[src/rtl/pkt_timeout_mon.sv]
module pkt_timeout_mon #(
  parameter int           SHORT_MS = 30,
  parameter int           LONG_MS  = 255,
  parameter int           MIN_MS   = 25,
  parameter int           CFG_W    = 8,
  parameter int           EXT_BIT  = 3,
  parameter logic [7:0]   LOG_CMD  = 8'hEE
) (
  input  logic             clk,
  input  logic             rst_n,
  input  logic             ms_tick,
  input  logic             ev_start,
  input  logic             ev_stop,
  input  logic             ev_byte_end,
  input  logic [7:0]       byte_val,
  input  logic             bus_free,
  input  logic [CFG_W-1:0] cfg,
  input  logic             sda_pull_in,
  input  logic             scl_hold_in,
  output logic             sda_pull,
  output logic             scl_hold,
  output logic             busy,
  output logic             discard
);
  localparam int SHORT_EFF = (SHORT_MS < MIN_MS) ? MIN_MS : SHORT_MS;
  localparam int LONG_EFF  = (LONG_MS < SHORT_EFF) ? SHORT_EFF : LONG_MS;
  localparam int CW        = $clog2(LONG_EFF + 1);
  localparam logic [CW-1:0] LIM_S = CW'(SHORT_EFF);
  localparam logic [CW-1:0] LIM_L = CW'(LONG_EFF);

  typedef enum logic [1:0] {ST_IDLE, ST_RUN, ST_DROP} st_t;

  st_t           st;
  logic [CW-1:0] cnt;
  logic [CW-1:0] lim;
  logic [1:0]    nbyte;
  logic          cmd_byte;
  logic          want_long;

  assign cmd_byte  = ev_byte_end && (nbyte == 2'd1);
  assign want_long = cfg[EXT_BIT] || (byte_val == LOG_CMD);

  always_ff @(posedge clk) begin
    if (!rst_n) begin
      st    <= ST_IDLE;
      cnt   <= '0;
      lim   <= LIM_S;
      nbyte <= '0;
    end else begin
      unique case (st)
        ST_IDLE: if (ev_start && !ev_stop) begin
          st    <= ST_RUN;
          cnt   <= '0;
          lim   <= LIM_S;
          nbyte <= '0;
        end
        ST_RUN: if (ev_stop) begin
          st <= ST_IDLE;
        end else begin
          if (ms_tick) begin
            if (cnt == lim) st <= ST_DROP;
            else            cnt <= cnt + 1'b1;
          end
          if (ev_byte_end && nbyte != 2'd2) nbyte <= nbyte + 2'd1;
          if (cmd_byte) lim <= want_long ? LIM_L : LIM_S;
        end
        ST_DROP: if (ev_stop) begin
          st <= ST_IDLE;
        end else if (ev_start && bus_free) begin
          st    <= ST_RUN;
          cnt   <= '0;
          lim   <= LIM_S;
          nbyte <= '0;
        end
        default: st <= ST_IDLE;
      endcase
    end
  end

  assign busy     = (st == ST_RUN);
  assign discard  = (st == ST_DROP);
  assign sda_pull = sda_pull_in & ~discard;
  assign scl_hold = scl_hold_in & ~discard;


  stop_ends_chk: assert property (@(posedge clk) disable iff (!rst_n)
    ev_stop |=> (!busy && !discard));


  drop_at_limit_chk: assert property (@(posedge clk) disable iff (!rst_n)
    $rose(discard) |-> ($past(ms_tick) && $past(cnt) == $past(lim)));


  cnt_bound_chk: assert property (@(posedge clk) disable iff (!rst_n)
    busy |-> (cnt <= lim));


  lim_frozen_chk: assert property (@(posedge clk) disable iff (!rst_n)
    (busy && !ev_stop && !cmd_byte) |=> $stable(lim));


  rep_start_chk: assert property (@(posedge clk) disable iff (!rst_n)
    (busy && ev_start && !ev_stop && !ms_tick) |=> (busy && $stable(cnt)));


  drop_hold_chk: assert property (@(posedge clk) disable iff (!rst_n)
    (discard && !ev_stop && !(ev_start && bus_free)) |=> discard);
endmodule

[config.mk]
export PLATFORM = sky130hd
export DESIGN_NAME = pkt_timeout_mon
export DESIGN_NICKNAME = d
export VERILOG_FILES = /design/src/rtl/pkt_timeout_mon.sv
export SDC_FILE = /design/constraint.sdc
export NUM_CORES = 1
export LEC_CHECK = 0
export BUFFER_PORTS_ARGS = -buffer_cell sky130_fd_sc_hd__buf_2
export CAP_MARGIN = 5
export CORE_UTILIZATION = 50
export CTS_CLUSTER_DIAMETER = 100
export DETAILED_ROUTE_END_ITERATION = 8
export GPL_TIMING_DRIVEN = 0
export PLACE_DENSITY = 0.85
export SLEW_MARGIN = 5
export SYNTH_ARGS = -nofsm -noshare
export SYNTH_HDL_FRONTEND = slang
export SYNTH_SLANG_ARGS = --single-unit
[constraint.sdc]
create_clock -name clk -period 4.2 [get_ports clk]
set_clock_uncertainty 0.1 [all_clocks]
set_input_delay 0.21 -clock clk [delete_from_list [all_inputs] [get_ports clk]]
set_output_delay 0.21 -clock clk [all_outputs]
set_load 0.02 [all_outputs]
==> results.py, run 1 <==
metrics = {
    "routing": {
        "routed_wl_um": 1938,
        "vias": 877,
        "dr.pass1.iters": 4,
        "final_antenna_net_count": 0,
        "vias_per_cell": 6.133,
        "wire_per_inst_um": 13.55,
        "drc": 0,
        "first_iter_violations": 59,
    },
    "clock_tree": {
        "numCtsBuffers": 3,
        "cts_hold_buf": 0,
        "htreeDepth": 1,
        "cts.sinks": 13,
        "cts_max_path_buffers": 2,
        "cts_setup_buffers": 0,
        "path_clk_slew_ps": 80,
        "cts-root-buf": "clkbuf_4",
        "post_cts_resized": 0,
        "insertion_delay_ps": 280,
        "cts_tree": "yes",
    },
    "critical_path": {
        "cp-end-kind": "flop",
        "cp.arrival_ps": 1960,
        "startpoint_type": "flop",
        "cpPeakStageDelay_ps": 380,
        "cp.required_ps": 4300,
        "crit_slowest_cell": "or3_1",
        "timing.critical_path.cells": "or3_1 > o32a_1 > nor2_4 > o21ai_0 > a211oi_1",
        "path_max_fanout": 6,
        "critPathKind": "flop to flop",
    },
    "timing": {
        "fmax_mhz": 539.0,
        "drv_slew": 0,
        "slew_headroom_pct": 61.69,
        "finalCriticalPeriod_ps": 1855,
        "setup_viol": 0,
        "setup_tns_ps": 0,
        "rsz0062_at_grt": "no",
        "tightestPinTransition_ps": 571.2,
        "period_share_pct": 44.17,
        "finalHoldViolations": 0,
    },
    "global_routing": {
        "track_usage_pct": 23.46,
        "grt_pass1_vias": 814,
        "grt_max_degree": 11,
        "grt_antenna_before_repair": 0,
        "grt_pass1_wl_um": 3201,
        "grt_overflow_total": 0,
    },
    "floorplanning": {
        "coreArea_sq_um": 1506,
        "rows": 14,
        "die-area_sq_um": 1789,
        "io_pins": 29,
        "die_w_um": 42.30,
        "die_h_um": 42.30,
        "start_util_pct": 53.90,
    },
    "yosys": {
        "async_reset_ff_share_pct": 0,
        "synth_area_sq_um": 812.0,
        "synth_seq_cells": 13,
        "postSynthAreaPerCell_sq_um": 7.884,
        "synth-main-ff-cell": "dfxtp_1",
        "yosysSeqAreaShare_pct": 32.05,
        "syn-num-nets": 131,
        "synthCells": 103,
        "yosysWarningCount": 0,
        "synth-edff-count": 0,
        "synth.distinct_cells": 35,
    },
    "place": {
        "hpwl_um": 1470,
        "dpl_cell_area_sq_um": 932.1,
        "place_congestion": 0.8193,
        "io_buffers": 20,
    },
    "outcome": {
        "outcome": "completed",
    },
    "power_and_ir_drop": {
        "ir_drop_mv": 0.1745,
        "power_density_nw_per_um2": 248.8,
        "p_leak_uw": 0.0003523,
        "p_total_uw": 238.4,
    },
    "finish": {
        "design_area_sq_um": 958.4,
        "area_growth_pct": 18.03,
        "layout-drive-gt1-share_pct": 21.26,
        "nets": 156,
        "diodes": 0,
    },
    "flow_run": {
        "drv_cap": 0,
    },
    "worst_hold_path": {
        "holdCritPathClass": "input port to flop",
    },
}
cells by family (layout without fill, tap and decap cells):
| kind of cell | after synthesis | after routing | synth area share (%) |
|---|---|---|---|
| compound gates | 32 | 32 | 27.43 |
| fa+ha+maj | 3 | 3 | 4.623 |
| buf+inv | 7 | 31 | 3.235 |
| flops | 13 | 13 | 32.05 |
| simple gates | 48 | 48 | 32.67 |
power by group:
part	internal (uW)	leakage [uW]	switching (uW)	total (uW)
logic	13.8	0.000232	20.4	34.3
clock network	36.9	0.0000150	41.8	78.7
registers	124	0.000105	1.29	125
total	175	0.000352	63.5	238
layout make-up:
| class | count | area (sq um) |
|---|---|---|
| Multi-Input combinational cell | 83 | 525.5 |
| Fill cell | 143 | 548.0 |
| Tap cell | 16 | 20.02 |
| Timing Repair Buffer | 20 | 100.1 |
| Buffer | 1 | 3.754 |
| Sequential cell | 13 | 260.3 |
| Inverter | 6 | 22.52 |
| Clock buffer | 4 | 26.28 |
worst max-delay path: cells and delay by family, from the launching register on:
family | cells | cell delay (ps)
AOI/OAI and AO/OA | 3 | 750
DFF | 1 | 360
and+or+nand+nor | 2 | 570
layout by cell type (no fill, tap or decap), types with 2 or more instances in the layout:
master / netlist / routed
a211oi_1: 2 / 2
a21oi_1: 9 / 9
and2_1: 2 / 2
buf_2: 0 / 20
clkbuf_1: 1 / 2
clkbuf_4: 0 / 3
dfxtp_1: 13 / 13
ha_1: 3 / 3
inv_1: 5 / 5
nand2_1: 11 / 11
nand2b_1: 4 / 4
nand3_1: 4 / 4
nand4_1: 4 / 4
nand4b_1: 2 / 2
nor2_1: 7 / 7
nor3_1: 4 / 4
o211ai_1: 3 / 3
o21ai_0: 6 / 6
or3_1: 5 / 5
sequential cells by signal (all words and copies together), names as in the netlist:
signal,flops
lim,1
st,2
nbyte,2
cnt,8
Yosys cell counts (3+ instances only):
| master | number | share of area (%) |
|---|---|---|
| dfxtp_1 | 13 | 32 |
| nand2_1 | 11 | 5.1 |
| a21oi_1 | 9 | 5.5 |
| nor2_1 | 7 | 3.2 |
| o21ai_0 | 6 | 3.7 |
| inv_1 | 5 | 2.3 |
| or3_1 | 5 | 3.9 |
| nand2b_1 | 4 | 3.1 |
| nand3_1 | 4 | 2.5 |
| nand4_1 | 4 | 3.1 |
| nor3_1 | 4 | 2.5 |
| ha_1 | 3 | 4.6 |
| o211ai_1 | 3 | 2.8 |
per-stage QoR:
stage               cells  hold WS, ps  worst slack [ps]  util (%)
detailed placement    139        399.1              2391     61.88
global placement      139        396.9              2446     61.88
finish                143        125.6              2345     63.62
global route          143        131.5              2249     63.62
CTS                   143        116.4              2373     63.62
floorplan             103        249.9              2492         -
worst paths after layout:
check,from,to,slack (ps),depth (start not counted)
max,cnt[6],cnt[4],2340,5
min,ev_byte_end,lim[6],130,3
max reg2reg,cnt[6],cnt[4],2340,5
min reg2reg,lim[6],lim[6],420,2
layer usage:
metal  track usage (%)  share of wire (%)  up-vias
met4             11.25                1.4        0
met2             37.54                 50       33
li1                  -                  -      437
met5                 0                  0        -
met1             26.74                 41      400
met3             9.914                7.5        7
No activity file was read; power rests on OpenSTA's default activity.
==> run 2, diff against run 1 <==
--- a/config.mk
+++ b/config.mk
@@ -5,13 +5,14 @@
 export SDC_FILE = /design/constraint.sdc
 export NUM_CORES = 1
 export LEC_CHECK = 0
+export ABC_AREA = 1
 export BUFFER_PORTS_ARGS = -buffer_cell sky130_fd_sc_hd__buf_2
 export CAP_MARGIN = 5
-export CORE_UTILIZATION = 50
+export CORE_UTILIZATION = 49
 export CTS_CLUSTER_DIAMETER = 100
 export DETAILED_ROUTE_END_ITERATION = 8
 export GPL_TIMING_DRIVEN = 0
-export PLACE_DENSITY = 0.85
+export PLACE_DENSITY = 0.82
 export SLEW_MARGIN = 5
 export SYNTH_ARGS = -nofsm -noshare
 export SYNTH_HDL_FRONTEND = slang
==> constraint.sdc (replaced) <==
create_clock -name clk -period 1.9 [get_ports clk]
set_clock_uncertainty 0.1 [all_clocks]
set_input_delay 0.095 -clock clk [delete_from_list [all_inputs] [get_ports clk]]
set_output_delay 0.095 -clock clk [all_outputs]
set_load 0.02 [all_outputs]
==> run 2 against run 1 <==
Non-clock buffer count increased by 4. Synthesized cell count is 37% higher. Area after synthesis up 11%. Largest cell class unchanged. First-iteration DRC count shrank 44%. Critical path type unchanged. Register-to-register slack worse by 2000 ps. Critical endpoint unchanged. Critical path depth rose by 3. Fmax rose by 23%. Global-route usage up 0.43 points. Count of clock-buffer cells in the layout unchanged. Cell area is 12% higher. Final cell count rose by 34%.
==> results.py, run 2 <==
metrics = {
    "routing": {
        "final_antenna_net_count": 0,
        "vias_per_cell": 5.057,
        "routed_wl_um": 2027,
        "drc": 0,
        "dr.pass1.iters": 4,
        "wire_per_inst_um": 10.56,
        "first_iter_violations": 33,
        "vias": 971,
    },
    "yosys": {
        "synth_area_sq_um": 902.1,
        "ys_top_cells_by_count": "nand2_1 (29), nor2_1 (24), inv_1 (18), a21oi_1 (13), dfxtp_1 (13)",
        "synthCells": 141,
        "synth.distinct_cells": 25,
        "yosys.area.top_type": "dfxtp_1",
        "async_reset_ff_share_pct": 0,
        "synth_top_family_by_area": "simple AND/OR/NAND/NOR gates",
        "synthMuxAreaShare_pct": 0,
        "synth.most_common_cell": "nand2_1",
        "synthTopCellsByArea": "dfxtp_1 (29%), nand2_1 (12%), nor2_1 (10%)",
        "yosysTopAreaCellShare_pct": 28.85,
        "syn-num-nets": 169,
        "synth_compound_area_share_pct": 14.56,
        "yosysWarningCount": 0,
        "synth-edff-count": 0,
        "synth-main-ff-cell": "dfxtp_1",
        "synthXorXnorAreaFrac_pct": 0.9709,
        "postSynthAreaPerCell_sq_um": 6.398,
        "synth-simple-area-share_pct": 40.22,
        "synth_fa_ha_area_share_pct": 4.161,
        "synth_seq_cells": 13,
        "yosysSeqAreaShare_pct": 28.85,
    },
    "finish": {
        "top_register": "cnt",
        "fin_util_pct": 62.25,
        "register_area_sq_um": 260.3,
        "top_regs": "cnt: 8 flops, nbyte: 2 flops, st: 2 flops",
        "multi_input_area_sq_um": 540.5,
        "layout_common_cells": "nand2_1 (29), nor2_1 (24), buf_2 (21), inv_1 (18)",
        "largest_reg_flops": 8,
        "final_cells": 192,
        "fillers": 176,
        "layout-drive-gt1-share_pct": 22.75,
        "nets": 196,
        "diodes": 0,
        "layout_commonest_cell": "nand2_1",
        "area_growth_pct": 19.14,
    },
    "place": {
        "dp.cells": 187,
        "io_buffers": 21,
        "hpwl_um": 1518,
        "place_congestion": 0.8748,
    },
    "critical_path": {
        "startpoint_type": "flop",
        "path_max_fanout": 4,
        "cp.required_ps": 2010,
        "crit_top_cell": "nand2_1",
        "cp-end-kind": "flop",
        "crit_slowest_cell": "dfxtp_1",
        "critPathKind": "flop to flop",
        "path_buf_inv": 0,
        "cpPeakStageDelay_ps": 390,
        "path_delay_family": "simple AND/OR/NAND/NOR gates",
        "cp.arrival_ps": 1620,
        "timing.critical_path.cells": "nand2_1 > nor2_1 > nand2_1 > nand2_1 > nand2_2 > nand2_1 > nand2_1 > a21oi_1",
    },
    "clock_tree": {
        "cts_tree": "yes",
        "numCtsBuffers": 3,
        "cts_hold_buf": 1,
        "cts_max_path_buffers": 2,
        "post_cts_resized": 0,
        "insertion_delay_ps": 290,
        "cts-root-buf": "clkbuf_4",
        "htreeDepth": 1,
        "cts_setup_buffers": 0,
        "cts.sinks": 13,
        "path_clk_slew_ps": 90,
    },
    "power_and_ir_drop": {
        "combPwrFrac_pct": 48.8,
        "seqPwrFrac_pct": 35.5,
        "p_leak_uw": 0.0004855,
        "power_density_nw_per_um2": 1049,
        "ir_drop_mv": 0.5563,
        "clock_power_share_pct": 15.8,
        "p_sw_uw": 497.7,
        "intPower_uw": 630.0,
        "switching_share_pct": 44.13,
    },
    "timing": {
        "setup_tns_ps": 0,
        "finalCriticalPeriod_ps": 1510,
        "slew_headroom_pct": 79.74,
        "fmax_mhz": 662.5,
        "setup_viol": 0,
        "tightestPinTransition_ps": 300.7,
        "rsz0062_at_grt": "no",
        "finalHoldViolations": 0,
        "drv_slew": 0,
        "period_share_pct": 79.45,
    },
    "global_routing": {
        "grt_pass1_vias": 877,
        "grt_antenna_before_repair": 0,
        "grt_pass1_wl_um": 3532,
        "track_usage_pct": 23.89,
        "grt_overflow_total": 0,
        "grt_max_degree": 11,
    },
    "worst_hold_path": {
        "holdCritPathClass": "input port to flop",
    },
    "outcome": {
        "outcome": "completed",
    },
    "floorplanning": {
        "io_pins": 29,
        "die_h_um": 44.91,
        "coreArea_sq_um": 1727,
        "start_util_pct": 52.25,
        "rows": 15,
        "die_w_um": 44.91,
        "die-area_sq_um": 2016,
    },
    "flow_run": {
        "drv_cap": 0,
    },
}
-- run 2: changes by cell type in the layout (fill, tap and decap cells not counted), moves of 5 or more --
| cell | delta |
|---|---|
| nand3_1 | +7 |
| nor2_1 | +17 |
| nand2_1 | +18 |
| inv_1 | +13 |
| or3_1 | -5 |
-- run 2: area by class of cell --
class,count,area share (%)
well taps,25,2.910
flip-flops and latches,13,24.21
repair buffers,22,10.71
multi-input cells,106,50.29
clock buffers,4,2.445
inverters,19,6.636
plain buffers,3,2.794
-- run 2: worst paths after layout --
kind	start	endpoint	slack, ps	cells past startpoint
setup / recovery	cnt[3]	cnt[4]	390	8
hold / removal	cfg[3]	lim[6]	20	3
setup reg to reg	cnt[3]	cnt[4]	390	8
hold reg to reg	lim[6]	lim[6]	400	2
-- run 2: logic make-up (layout without fill, tap and decap cells) --
logic type	after synthesis	in the layout
AOI/OAI and AO/OA	24	24
xor gates and xnor gates	1	1
adders and majority gates	3	3
buffers and inverters	22	48
DFF	13	13
and+or+nand+nor	78	78
-- run 2: per-stage QoR --
step | total power [uW] | worst slack (ps) | cell area (sq um) | hold slack [ps]
floorplan | 817.2 | 522.8 | 902.1 | 115.6
global placement | 920.5 | 443.0 | 1039 | 292.5
detailed placement | 953.5 | 431.8 | 1039 | 302.8
CTS | 1133 | 392.6 | 1075 | 20.27
global route | 1228 | 218.7 | 1075 | 58.22
finish | 1128 | 390.5 | 1075 | 15.10
-- run 2: metal layers --
| layer | global-route usage [%] | share of wire [%] | vias to the layer above |
|---|---|---|---|
| li1 | - | - | 505 |
| met1 | 28.54 | 44 | 446 |
| met2 | 40.88 | 51 | 16 |
| met3 | 6.000 | 4.3 | 4 |
| met4 | 9.697 | 0.84 | 0 |
| met5 | 0 | 0 | - |
-- run 2: power by group through the flow --
| stage | sequential (uW) | combinational, uW | clock, uW |
|---|---|---|---|
| 2_1_floorplan | 391 | 427 | 0 |
| 6_report | 400 | 550 | 178 |
| 3_5_place_dp | 406 | 548 | 0 |
| 4_1_cts | 400 | 551 | 182 |
| 3_3_place_gp | 404 | 516 | 0 |
| 5_1_grt | 409 | 625 | 194 |
-- run 2: worst register-to-register path, stage by stage, from the launching register on --
cell     delay [ps]
dfxtp_1         390
nand2_1         150
nor2_1          200
nand2_1          70
nand2_1          70
nand2_2          80
nand2_1         160
nand2_1          80
a21oi_1         130
==> run 3, diff against run 2 <==
--- a/config.mk
+++ b/config.mk
@@ -8,11 +8,11 @@
 export ABC_AREA = 1
 export BUFFER_PORTS_ARGS = -buffer_cell sky130_fd_sc_hd__buf_2
 export CAP_MARGIN = 5
-export CORE_UTILIZATION = 49
+export CORE_UTILIZATION = 44
 export CTS_CLUSTER_DIAMETER = 100
 export DETAILED_ROUTE_END_ITERATION = 8
 export GPL_TIMING_DRIVEN = 0
-export PLACE_DENSITY = 0.82
+export PLACE_DENSITY = 0.78
 export SLEW_MARGIN = 5
 export SYNTH_ARGS = -nofsm -noshare
 export SYNTH_HDL_FRONTEND = slang
==> constraint.sdc (replaced) <==
create_clock -name clk -period 1.3 [get_ports clk]
set_clock_uncertainty 0.1 [all_clocks]
set_input_delay 0.065 -clock clk [delete_from_list [all_inputs] [get_ports clk]]
set_output_delay 0.065 -clock clk [all_outputs]
set_load 0.02 [all_outputs]
==> run 3 against run 2 <==
Clock power increased by 53%. Die area rose by 11%. Global-route usage decreased by 2.5 points. Critical path type unchanged. Setup slack worse by 570 ps. Count of clock-buffer cells in the layout shrank 1. Flip-flop and latch count stayed put. Hold slack improved by 19 ps. Register-to-register slack worse by 570 ps. Utilization increased by 11 points. Cell area grew 32%. The flow now finishes with violations (negative setup slack). Combinational power up 150%.
==> results.py, run 3 (same netlist as run 2, synthesis figures left out) <==
metrics = {
    "outcome": {
        "outcome": "complete, but fails checks",
        "violations": "negative setup slack",
    },
    "floorplanning": {
        "die_h_um": 47.28,
        "die_w_um": 47.28,
        "rows": 16,
        "die-area_sq_um": 2235,
        "start_util_pct": 46.46,
        "io_pins": 29,
        "coreArea_sq_um": 1942,
    },
    "timing": {
        "period_share_pct": 113.9,
        "rsz0062_at_grt": "yes",
        "finalHoldViolations": 0,
        "slew_headroom_pct": 81.06,
        "holdWs_ps": 34.08,
        "fmax_mhz": 675.1,
        "setup_viol": 11,
        "drv_slew": 0,
        "finalCriticalPeriod_ps": 1481,
        "tightestPinTransition_ps": 283.8,
        "setup_ws_ps": -181.2,
    },
    "routing": {
        "dr.pass1.iters": 6,
        "wire_per_inst_um": 13.78,
        "routed_wl_um": 2853,
        "wl_met2_um": 1493,
        "m1WireLength_um": 1226,
        "final_antenna_net_count": 0,
        "vias_per_cell": 5.285,
        "drc": 0,
        "vias": 1094,
        "met3RoutedLength_um": 89,
        "first_iter_violations": 22,
        "dr.max_layer_used": "met4",
    },
    "finish": {
        "area_growth_pct": 56.73,
        "diodes": 0,
        "layout-drive-gt1-share_pct": 53.89,
        "top_register": "cnt",
        "layout_common_cells": "buf_2 (20), nand2_1 (19), inv_1 (16), nor2_1 (15), buf_4 (11)",
        "final_cells": 207,
        "nets": 209,
        "largest_reg_flops": 8,
        "layout_commonest_cell": "buf_2",
        "top_regs": "cnt: 8 flops, nbyte: 2 flops, st: 2 flops",
    },
    "critical_path": {
        "crit_slowest_cell": "dfxtp_4",
        "path_max_fanout": 4,
        "cpPeakStageDelay_ps": 390,
        "cp-end-kind": "flop",
        "critPathKind": "flop to flop",
        "cp.arrival_ps": 1610,
        "crit_top_cell": "nand2_2",
        "startpoint_type": "flop",
        "timing.critical_path.cells": "ha_4 > nand2_2 > nor2_4 > nand2_2 > a21oi_2 > o21ai_0 > nand3_1 > nand2_1 > nor2_1",
        "cp.required_ps": 1420,
    },
    "power_and_ir_drop": {
        "switching_share_pct": 44.73,
        "clock_power_share_pct": 12.1,
        "p_sw_uw": 1012,
        "power_density_nw_per_um2": 1600,
        "p_leak_uw": 0.0005982,
        "combPwrFrac_pct": 59.6,
        "ir_drop_mv": 0.9104,
        "intPower_uw": 1250,
        "seqPwrFrac_pct": 28.3,
    },
    "global_routing": {
        "track_usage_pct": 21.43,
        "grt_max_degree": 11,
        "grt_antenna_before_repair": 0,
        "grt_overflow_total": 0,
        "grt_pass1_vias": 816,
        "grt_pass1_wl_um": 3346,
    },
    "clock_tree": {
        "cts_max_path_buffers": 2,
        "insertion_delay_ps": 290,
        "htreeDepth": 1,
        "numCtsBuffers": 3,
        "cts.sinks": 13,
        "cts_tree": "yes",
        "path_clk_slew_ps": 90,
        "cts-root-buf": "clkbuf_4",
    },
    "worst_hold_path": {
        "holdCritPathClass": "input port to flop",
    },
    "flow_run": {
        "drv_cap": 0,
    },
    "place": {
        "hpwl_um": 1497,
        "dp.cells": 189,
        "io_buffers": 21,
        "place_congestion": 0.9260,
    },
}
==> run 3: critical path, delay by kind of cell, from the launching register on <==
kind / cells / cell delay (ps)
simple gates: 6 / 540
fa+ha+maj: 1 / 150
compound gates: 2 / 230
flops: 1 / 390
==> run 3: final timing paths <==
check	from	to	slack [ps]	cells past startpoint
worst max-delay path	cnt[0]	cnt[6]	-180	9
worst min-delay path	ms_tick	st[0]	30	4
worst max register to register	cnt[0]	cnt[6]	-180	9
worst min register to register	cnt[4]	cnt[4]	390	2
==> run 3: cell type report <==
type / instances / area (sq um)
timing repair buffer: 35 / 239.0
multi-input combinational: 106 / 708.2
clock buffer: 3 / 22.52
sequential: 13 / 287.8
inverter: 19 / 76.32
tap: 27 / 33.78
clock inverter: 1 / 5.005
fill: 140 / 528.0
buffer: 3 / 41.29
==> run 3: through the flow <==
step / setup TNS [ps] / cell area [sq um] / total power (uW) / worst slack [ps] / util (%)
detailed placement: -1227 / 1066 / 1436 / -150.1 / 54.90
global placement: -902.2 / 1066 / 1404 / -115.1 / 54.90
finish: -1153 / 1414 / 2262 / -181.2 / 72.81
CTS: -623.7 / 1207 / 1861 / -84.92 / 62.18
floorplan: 0 / 927.1 / 1252 / 4.432 / -
global route: -2096 / 1414 / 2415 / -292.8 / 72.81
==> run 3: per-layer routing <==
| layer | vias to the layer above | GRT usage [%] |
|---|---|---|
| met4 | 0 | 3.429 |
| met5 | - | 0 |
| met2 | 27 | 36.44 |
| met3 | 8 | 6.923 |
| li1 | 539 | - |
| met1 | 520 | 26.73 |
==> run 3: what timing repair did <==
item | in CTS | in global routing
cloned | 0 | 1
pin swaps | 2 | 15
hold buffers | 2 | 0
gates resized for setup | 20 | 39
hold endpoints to repair | 7 | 0
endpoints found under the setup margin | 14 | 14
setup buffers | 6 | 5
==> run 3: power by group through the flow <==
| stage | combinational [uW] | sequential (uW) | clock [uW] |
|---|---|---|---|
| 2_1_floorplan | 662 | 590 | 0 |
| 3_3_place_gp | 796 | 608 | 0 |
| 3_5_place_dp | 822 | 614 | 0 |
| 6_report | 1350 | 641 | 273 |
| 5_1_grt | 1460 | 653 | 302 |
| 4_1_cts | 976 | 616 | 270 |
